$ cat src/rtl/sat_alu_pkg.sv
package sat_alu_pkg;

  typedef enum logic [2:0] {
    OP_SADD = 3'd0,
    OP_SSUB = 3'd1,
    OP_UADD = 3'd2,
    OP_USUB = 3'd3,
    OP_ABS  = 3'd4
  } sat_op_e;

  // strobes from decode to the datapath
  typedef struct packed {
    logic opValid;
    logic isSigned;
    logic isSub;
    logic isAbs;
  } sat_ctrl_t;

endpackage

$ cat src/rtl/sat_alu_ctrl.sv
module sat_alu_ctrl
  import sat_alu_pkg::*;
(
  input  logic [2:0] opSel,
  output sat_ctrl_t  ctrl
);

  always_comb begin
    ctrl = '0;
    case (opSel)
      OP_SADD: begin ctrl.opValid = 1'b1; ctrl.isSigned = 1'b1; end
      OP_SSUB: begin ctrl.opValid = 1'b1; ctrl.isSigned = 1'b1; ctrl.isSub = 1'b1; end
      OP_UADD: begin ctrl.opValid = 1'b1; end
      OP_USUB: begin ctrl.opValid = 1'b1; ctrl.isSub = 1'b1; end
      OP_ABS:  begin ctrl.opValid = 1'b1; ctrl.isSigned = 1'b1; ctrl.isAbs = 1'b1; end
      default: ctrl = '0;
    endcase
  end

  always_comb begin
    if (!ctrl.opValid)
      AST_IDLE_STROBES: assert (!ctrl.isSigned && !ctrl.isSub && !ctrl.isAbs) else $error("idle decode raised a strobe");
  end

endmodule

$ cat src/rtl/sat_alu_dp.sv
module sat_alu_dp
  import sat_alu_pkg::*;
#(
  parameter int DATA_W = 32
) (
  input  logic [DATA_W-1:0] opA,
  input  logic [DATA_W-1:0] opB,
  input  sat_ctrl_t         ctrl,
  output logic [DATA_W-1:0] result,
  output logic              clampHit
);

  localparam logic [DATA_W-1:0] SIGNED_MAX = {1'b0, {(DATA_W-1){1'b1}}};
  localparam logic [DATA_W-1:0] SIGNED_MIN = {1'b1, {(DATA_W-1){1'b0}}};

  logic              absNeg;
  logic              doSub;
  logic [DATA_W-1:0] lhs;
  logic [DATA_W-1:0] rhs;
  logic [DATA_W-1:0] rhsEff;
  logic [DATA_W:0]   sumExt;
  logic [DATA_W-1:0] rawSum;
  logic              carryOut;
  logic              signedOvf;

  // operand steering: absolute value of a negative input is computed as 0 - opA
  always_comb begin
    absNeg = ctrl.isAbs & opA[DATA_W-1];
    doSub  = ctrl.isSub | absNeg;
    lhs    = absNeg ? '0 : opA;
    if (ctrl.isAbs) rhs = absNeg ? opA : '0;
    else            rhs = opB;
    rhsEff = doSub ? ~rhs : rhs;
  end

  // one shared adder, one bit wider than the data
  always_comb begin
    sumExt    = {1'b0, lhs} + {1'b0, rhsEff} + {{DATA_W{1'b0}}, doSub};
    rawSum    = sumExt[DATA_W-1:0];
    carryOut  = sumExt[DATA_W];
    signedOvf = (lhs[DATA_W-1] == rhsEff[DATA_W-1]) && (rawSum[DATA_W-1] != lhs[DATA_W-1]);
  end

  // clamp selection
  always_comb begin
    result   = '0;
    clampHit = 1'b0;
    if (ctrl.opValid) begin
      if (ctrl.isSigned) begin
        clampHit = signedOvf;
        result   = signedOvf ? (lhs[DATA_W-1] ? SIGNED_MIN : SIGNED_MAX) : rawSum;
      end else if (ctrl.isSub) begin
        clampHit = ~carryOut;
        result   = carryOut ? rawSum : '0;
      end else begin
        clampHit = carryOut;
        result   = carryOut ? '1 : rawSum;
      end
    end
  end

  always_comb begin
    if (ctrl.opValid && ctrl.isSigned && !ctrl.isAbs && clampHit)
      AST_SIGNED_CLAMP_RAIL: assert (result == SIGNED_MAX || result == SIGNED_MIN) else $error("signed clamp off rail");
    if (ctrl.opValid && !ctrl.isSigned && !ctrl.isSub)
      AST_UADD_NO_WRAP: assert (result >= opA && result >= opB) else $error("unsigned add wrapped");
    if (ctrl.opValid && !ctrl.isSigned && ctrl.isSub)
      AST_USUB_NO_WRAP: assert (result <= opA) else $error("unsigned sub wrapped");
    if (ctrl.opValid && ctrl.isAbs)
      AST_ABS_NONNEG: assert (!result[DATA_W-1]) else $error("abs result negative");
  end

endmodule

$ cat src/rtl/sat_scalar_alu.sv
module sat_scalar_alu
  import sat_alu_pkg::*;
#(
  parameter int DATA_W = 32,
  parameter int WIDE_W = 64
) (
  input  logic [DATA_W-1:0] opA,
  input  logic [DATA_W-1:0] opB,
  input  logic [2:0]        opSel,
  output logic [DATA_W-1:0] result,
  output logic [WIDE_W-1:0] resultWide,
  output logic              ovfStrobe
);

  localparam int EXT_W = WIDE_W - DATA_W;

  sat_ctrl_t ctrl;

  sat_alu_ctrl u_ctrl (
    .opSel (opSel),
    .ctrl  (ctrl)
  );

  sat_alu_dp #(.DATA_W(DATA_W)) u_dp (
    .opA      (opA),
    .opB      (opB),
    .ctrl     (ctrl),
    .result   (result),
    .clampHit (ovfStrobe)
  );

  assign resultWide = {{EXT_W{result[DATA_W-1]}}, result};

  always_comb begin
    if (opSel > 3'd4)
      AST_UNUSED_QUIET: assert (result == '0 && !ovfStrobe) else $error("unused code produced output");
    if (opSel == 3'd4 && !opA[DATA_W-1])
      AST_ABS_PASS: assert (result == opA && !ovfStrobe) else $error("abs altered non-negative input");
  end

endmodule

$ cat config.mk
export PLATFORM = sky130hd
export DESIGN_NAME = sat_scalar_alu
export DESIGN_NICKNAME = d
export VERILOG_FILES = /design/src/rtl/sat_alu_pkg.sv /design/src/rtl/sat_alu_ctrl.sv /design/src/rtl/sat_alu_dp.sv /design/src/rtl/sat_scalar_alu.sv
export SDC_FILE = /design/constraint.sdc
export NUM_CORES = 1
export LEC_CHECK = 0
export BUFFER_PORTS_ARGS = -buffer_cell sky130_fd_sc_hd__buf_2
export CAP_MARGIN = 20
export CELL_PAD_IN_SITES_DETAIL_PLACEMENT = 1
export CELL_PAD_IN_SITES_GLOBAL_PLACEMENT = 1
export CORE_UTILIZATION = 34
export DETAILED_ROUTE_END_ITERATION = 10
export PLACE_DENSITY = 0.9
export RECOVER_POWER = 100
export SLEW_MARGIN = 25
export SYNTH_ARGS = -nofsm -noshare
export SYNTH_HDL_FRONTEND = slang
export SYNTH_SLANG_ARGS = --single-unit
export TNS_END_PERCENT = 10
$ cat constraint.sdc
create_clock -name vclk -period 9.4
set_clock_uncertainty 0.1 [all_clocks]
set_input_delay 0.94 -clock vclk [all_inputs]
set_output_delay 0.94 -clock vclk [all_outputs]
set_load 0.005 [all_outputs]
; Word-level counts from Yosys, hierarchy flattened
; Cells that the tools add are included.
[op_classes]
add_sub_neg = 2
n_eq_ne = 6
n_mux = 18
n_reduce_logical = 5
bitwise_logic = 4
[op_table]
columns = cell, count
row1 = 32-bit 2-to-1 mux, 11
row2 = 32-bit by 32-bit adder with 33-bit output, 1
row3 = 33-bit by 1-bit adder with 33-bit output, 1
row4 = 32-bit inverter, 1
row5 = 1-bit 2-to-1 mux, 7
row6 = "3-bit by 2-bit == test with 1-bit output, second input constant", 2
row7 = 5-bit OR reduction, 1
row8 = "3-bit by 1-bit == test with 1-bit output, second input constant", 1
row9 = "3-bit == test, second input constant", 1
row10 = 3-bit logical NOT, 1
row11 = 3-bit OR reduction, 1
row12 = 2-bit OR reduction, 1
row13 = 1-bit bitwise AND, 1
row14 = 1-bit == test, 1
row15 = 1-bit logical AND, 1
row16 = 1-bit != test, 1
row17 = 1-bit inverter, 1
row18 = 1-bit bitwise OR, 1
[word_totals]
inputBits = 67
reg_bits = 0
out_inout_bits = 97

; Depth between registers and ports, before layout
[depth]
depth_word = 14
mapped_depth = 27

; Cells and area by module
; Synthesis repeated with hierarchy kept, for this count alone.
[unflattened]
cells_unflattened = 536
hier_area_um2 = 3523.4
[modules_own_cells]
columns = mod, seq_area_each_um2, cells_each, area_per_inst_um2, n_inst
row1 = sat_alu_dp, 0.0, 468, 3011.6, 1
row2 = sat_scalar_alu, 0.0, 64, 480.5, 1
row3 = sat_alu_ctrl, 0.0, 4, 31.3, 1

; Worst setup path before layout
; No wires, ideal clock.
[synth_timing]
kind = in2out
from = input port opSel[2]
to = output port resultWide[31]
t_arrival_ns = 6.827
required_ns = 8.360
path_slack_ns = 1.533
stages = 18
path_cell_list = clkbuf_1 -> buf_1 -> xor2_1 -> a21oi_1 -> ha_1 -> nor4_1 -> o31ai_2 -> a31oi_1 -> or3_4 -> o31ai_4 -> o211ai_1 -> nand2_1 -> a21o_1 -> a221oi_1 -> fa_1 -> maj3_1 -> o21ai_0 -> buf_4
[synth_via]
elab_chain_cells = 14
[synth_lines]
columns = item, line_no
row1 = "start, declared", sat_scalar_alu.sv:9  ; input logic [2:0] opSel,
row2 = 3-bit == test, sat_alu_ctrl.sv:10  ; case (opSel)
row3 = 1-bit 2-to-1 mux, sat_alu_ctrl.sv:10
row4 = 1-bit bitwise AND, sat_alu_dp.sv:28  ; absNeg = ctrl.isAbs & opA[DATA_W-1];
row5 = 32-bit 2-to-1 mux (2 in series), sat_alu_dp.sv:31  ; if (ctrl.isAbs) rhs = absNeg ? opA : '0;
row6 = 32-bit inverter, sat_alu_dp.sv:33  ; rhsEff = doSub ? ~rhs : rhs;
row7 = 32-bit 2-to-1 mux, sat_alu_dp.sv:33
row8 = 32-bit by 32-bit adder with 33-bit output, sat_alu_dp.sv:38  ; sumExt = {1'b0, lhs} + {1'b0, rhsEff} + {{DATA_W{1'b0}}, doSub};
row9 = 33-bit by 1-bit adder with 33-bit output, sat_alu_dp.sv:38
row10 = 1-bit != test, sat_alu_dp.sv:41  ; signedOvf = (lhs[DATA_W-1] == rhsEff[DATA_W-1]) && (rawSum[DATA_W-1] != lhs[DATA_W-1]);
row11 = 1-bit logical AND, sat_alu_dp.sv:41
row12 = 32-bit 2-to-1 mux, sat_alu_dp.sv:51  ; result = signedOvf ? (lhs[DATA_W-1] ? SIGNED_MIN : SIGNED_MAX) : rawSum;
row13 = 32-bit 2-to-1 mux, sat_alu_dp.sv:49  ; if (ctrl.isSigned) begin
row14 = 32-bit 2-to-1 mux *, sat_alu_dp.sv:48  ; if (ctrl.opValid) begin
row15 = "end, declared", sat_scalar_alu.sv:11  ; output logic [WIDE_W-1:0] resultWide,
; Every way passes the cells marked *; elsewhere a longest branch is shown, timed or not.

; Worst setup path in the final report
[layout_timing]
from = input port opSel[2]
to = output port resultWide[27]
; The elaborated chain is that of the path after synthesis.

==> out/metrics.csv <==
stage,metric,value,unit
pwr,leak pwr,1.869,nW
floorplanning,cell row count,37,
pwr,sequential fraction of design power,0,%
sta,setup TNS,0,ps
placement,port bufs,164,
pwr,switching power,0.2528,mW
route,Pre-antenna DRT Iters,4,
outcome,status,completed,
worst_setup_path,"Req. time, crit path",8360,ps
layout,"commonest non-fill, non-tap cell in the layout",a21oi_1,
pwr,power per cell area,107.3,nW/um^2
sta,WHS,2275,ps
logic_synthesis,Yosys top cell area share,13.41,%
worst_setup_path,worst setup path class,in -> out,
pwr,switch share,58.89,%
placement,placed inst area,4060,um^2
route,Avg Vias per Cell,5.507,
floorplanning,die width,105.4,um
grt,pin count of the biggest net entering global routing,72,
layout,"commonest cells after routing, fill and taps aside","91 x a21oi_1, 79 x buf_2, 53 x nor2_1",
logic_synthesis,synth top area cells,"buf_4 13%, a21oi_1 12%, ha_1 11%",
worst_setup_path,Crit. End Element,output pin,
logic_synthesis,syn avg cell area,6.556,um^2
sta,final setup vio count,0,
sta,RSZ-0062 raised after global routing,false,
logic_synthesis,cell count after synthesis,555,
worst_setup_path,data arrival time of the worst path,7520,ps
pwr,total power,0.4293,mW
worst_setup_path,Worst Setup Start Kind,input port,
floorplanning,DIE HEIGHT,105.4,um
route,drt wl/cell,16.33,um
route,Total Routed Length,12510,um
sta,Max Fclk,116.9,MHz
route,vias,4218,
sta,Max Slew Vio Count,0,
job,Max Cap Viol,0,
grt,"Remaining Overflow, GRT",0,
pwr,Pint,0.1765,mW
route,DRC errors left,0,
clock_tree,Post-CTS Resized,0,
logic_synthesis,mapped cell area,3638,um^2
sta,fin crit share,91.02,%
sta,Final min period,8555,ps
logic_synthesis,Syn Nets,655,
layout,fillers,1439,
layout,register area,0,um^2
sta,Worst-Margin Slew,1025,ps
floorplanning,core box area,10370,um^2
logic_synthesis,sequential area share after synthesis,0,%
sta,final hold vios,0,
grt,Global Route Usage Sum,22.02,%
pwr,peak supply drop,0.00005493,V
pwr,Comb power frac,100.0,%
layout,Synth-to-Final Area Change,9.904,%
layout,design area,3999,um^2
pwr,clock share of power,0,%
floorplanning,initial core utilization,35.09,%
grt,vias in the first global route,4295,
grt,antenna violations before repair,0,
layout,clkbuf count,0,
placement,Placer Congestion,0.8538,
floorplanning,# IOs,164,
floorplanning,DIE AREA,11120,um^2
layout,multi-input logic area,2965,um^2
layout,flip-flop and latch count,0,
layout,ant diodes,0,
layout,nets@finish,732,
grt,first-pass GRT wire length,20650,um
sta,max_slew headroom,31.66,%
clock_tree,Post-CTS Setup Inserts,0,
clock_tree,hold buffers post-CTS,0,
route,DR iter-0 viols,142,
logic_synthesis,count of distinct cell types in the synthesized netlist,51,
logic_synthesis,synth warn,0,
route,Detail Route Antenna Nets,0,
worst_setup_path,"critical path fanouts, max",23,
placement,detailed placement HPWL,10020,um
hold_path,Hold Crit Class,in -> out,
layout,share of post-route cells with drive strength above 1,21.90,%
logic_synthesis,largest area contributor in the netlist,buf_4,
==> worst max-delay path: stages <==
cell	delay [ps]
buf_2	540
buf_4	410
nand3b_1	400
buf_4	370
nor2_1	110
a21oi_1	50
o21a_1	210
inv_1	60
ha_1	190
inv_1	60
o31ai_2	230
a31oi_1	70
or3_4	430
o31ai_1	490
o211ai_1	200
nand2_1	160
a21o_1	150
a221oi_1	100
fa_1	650
nand3b_1	100
o21ai_0	90
a221oi_1	120
a31oi_1	200
nand2_1	290
and2_0	270
a211oi_1	390
buf_2	190
==> synthesized netlist by cell type (all sizes together) (3+ instances only) <==
cell     n
xnor2   13
nand3    5
o21ai   23
nor2    53
and2    33
a21o    13
ha      31
o21bai   7
inv     13
a21oi   91
a211oi  34
nor4     5
nand2   33
nor2b    4
a31oi    8
buf     76
xor2    44
nand4    5
clkbuf  19
or3      3
o211ai   5
o21a     3
o31ai    5
nand2b   4
==> logic make-up after synthesis <==
kind of cell	count (synthesis)	synth area share [%]
compound gates	200	34.25
simple gates	155	21.49
buf+inv	108	18.23
xor+xnor	57	13.72
fa+ha+maj	34	12.04
mux	1	0.2751
==> power groups by stage <==
| stage | Combinational, mW | Clock [mW] | Sequential, mW |
|---|---|---|---|
| floorplan | 0.348 | 0 | 0 |
| global placement | 0.420 | 0 | 0 |
| detailed placement | 0.435 | 0 | 0 |
| CTS | 0.438 | 0 | 0 |
| global route | 0.477 | 0 | 0 |
| finish | 0.429 | 0 | 0 |
==> per-layer routing <==
metal,GRT usage [%],vias up,wire length [um]
li1,-,2056,-
met1,27.05,2019,5525
met2,42.90,128,6292
met3,0.4947,15,530
met4,3.421,0,163
met5,0,-,0
==> worst paths after layout <==
kind,start,depth (start not counted),end
min,opA[0],5,result[0]
max,opSel[2],27,resultWide[27]
==> cell type report <==
cell class                 count  share of cell area [%]
inverter                      13                   1.220
tap                          136                   4.255
multi-input combinational    447                   74.16
timing repair buffer         170                   20.37
==> metrics by stage <==
| step | utilization, % | setup slack [ps] | instances |
|---|---|---|---|
| 2_1_floorplan | - | 1533 | 555 |
| 3_3_place_gp | 39.15 | 1442 | 766 |
| 3_5_place_dp | 39.15 | 1097 | 766 |
| 4_1_cts | 39.15 | 1087 | 766 |
| 6_report | 38.56 | 844.5 | 766 |
| 5_1_grt | 38.56 | 269.8 | 766 |
Power figures use the tool's default switching activity.
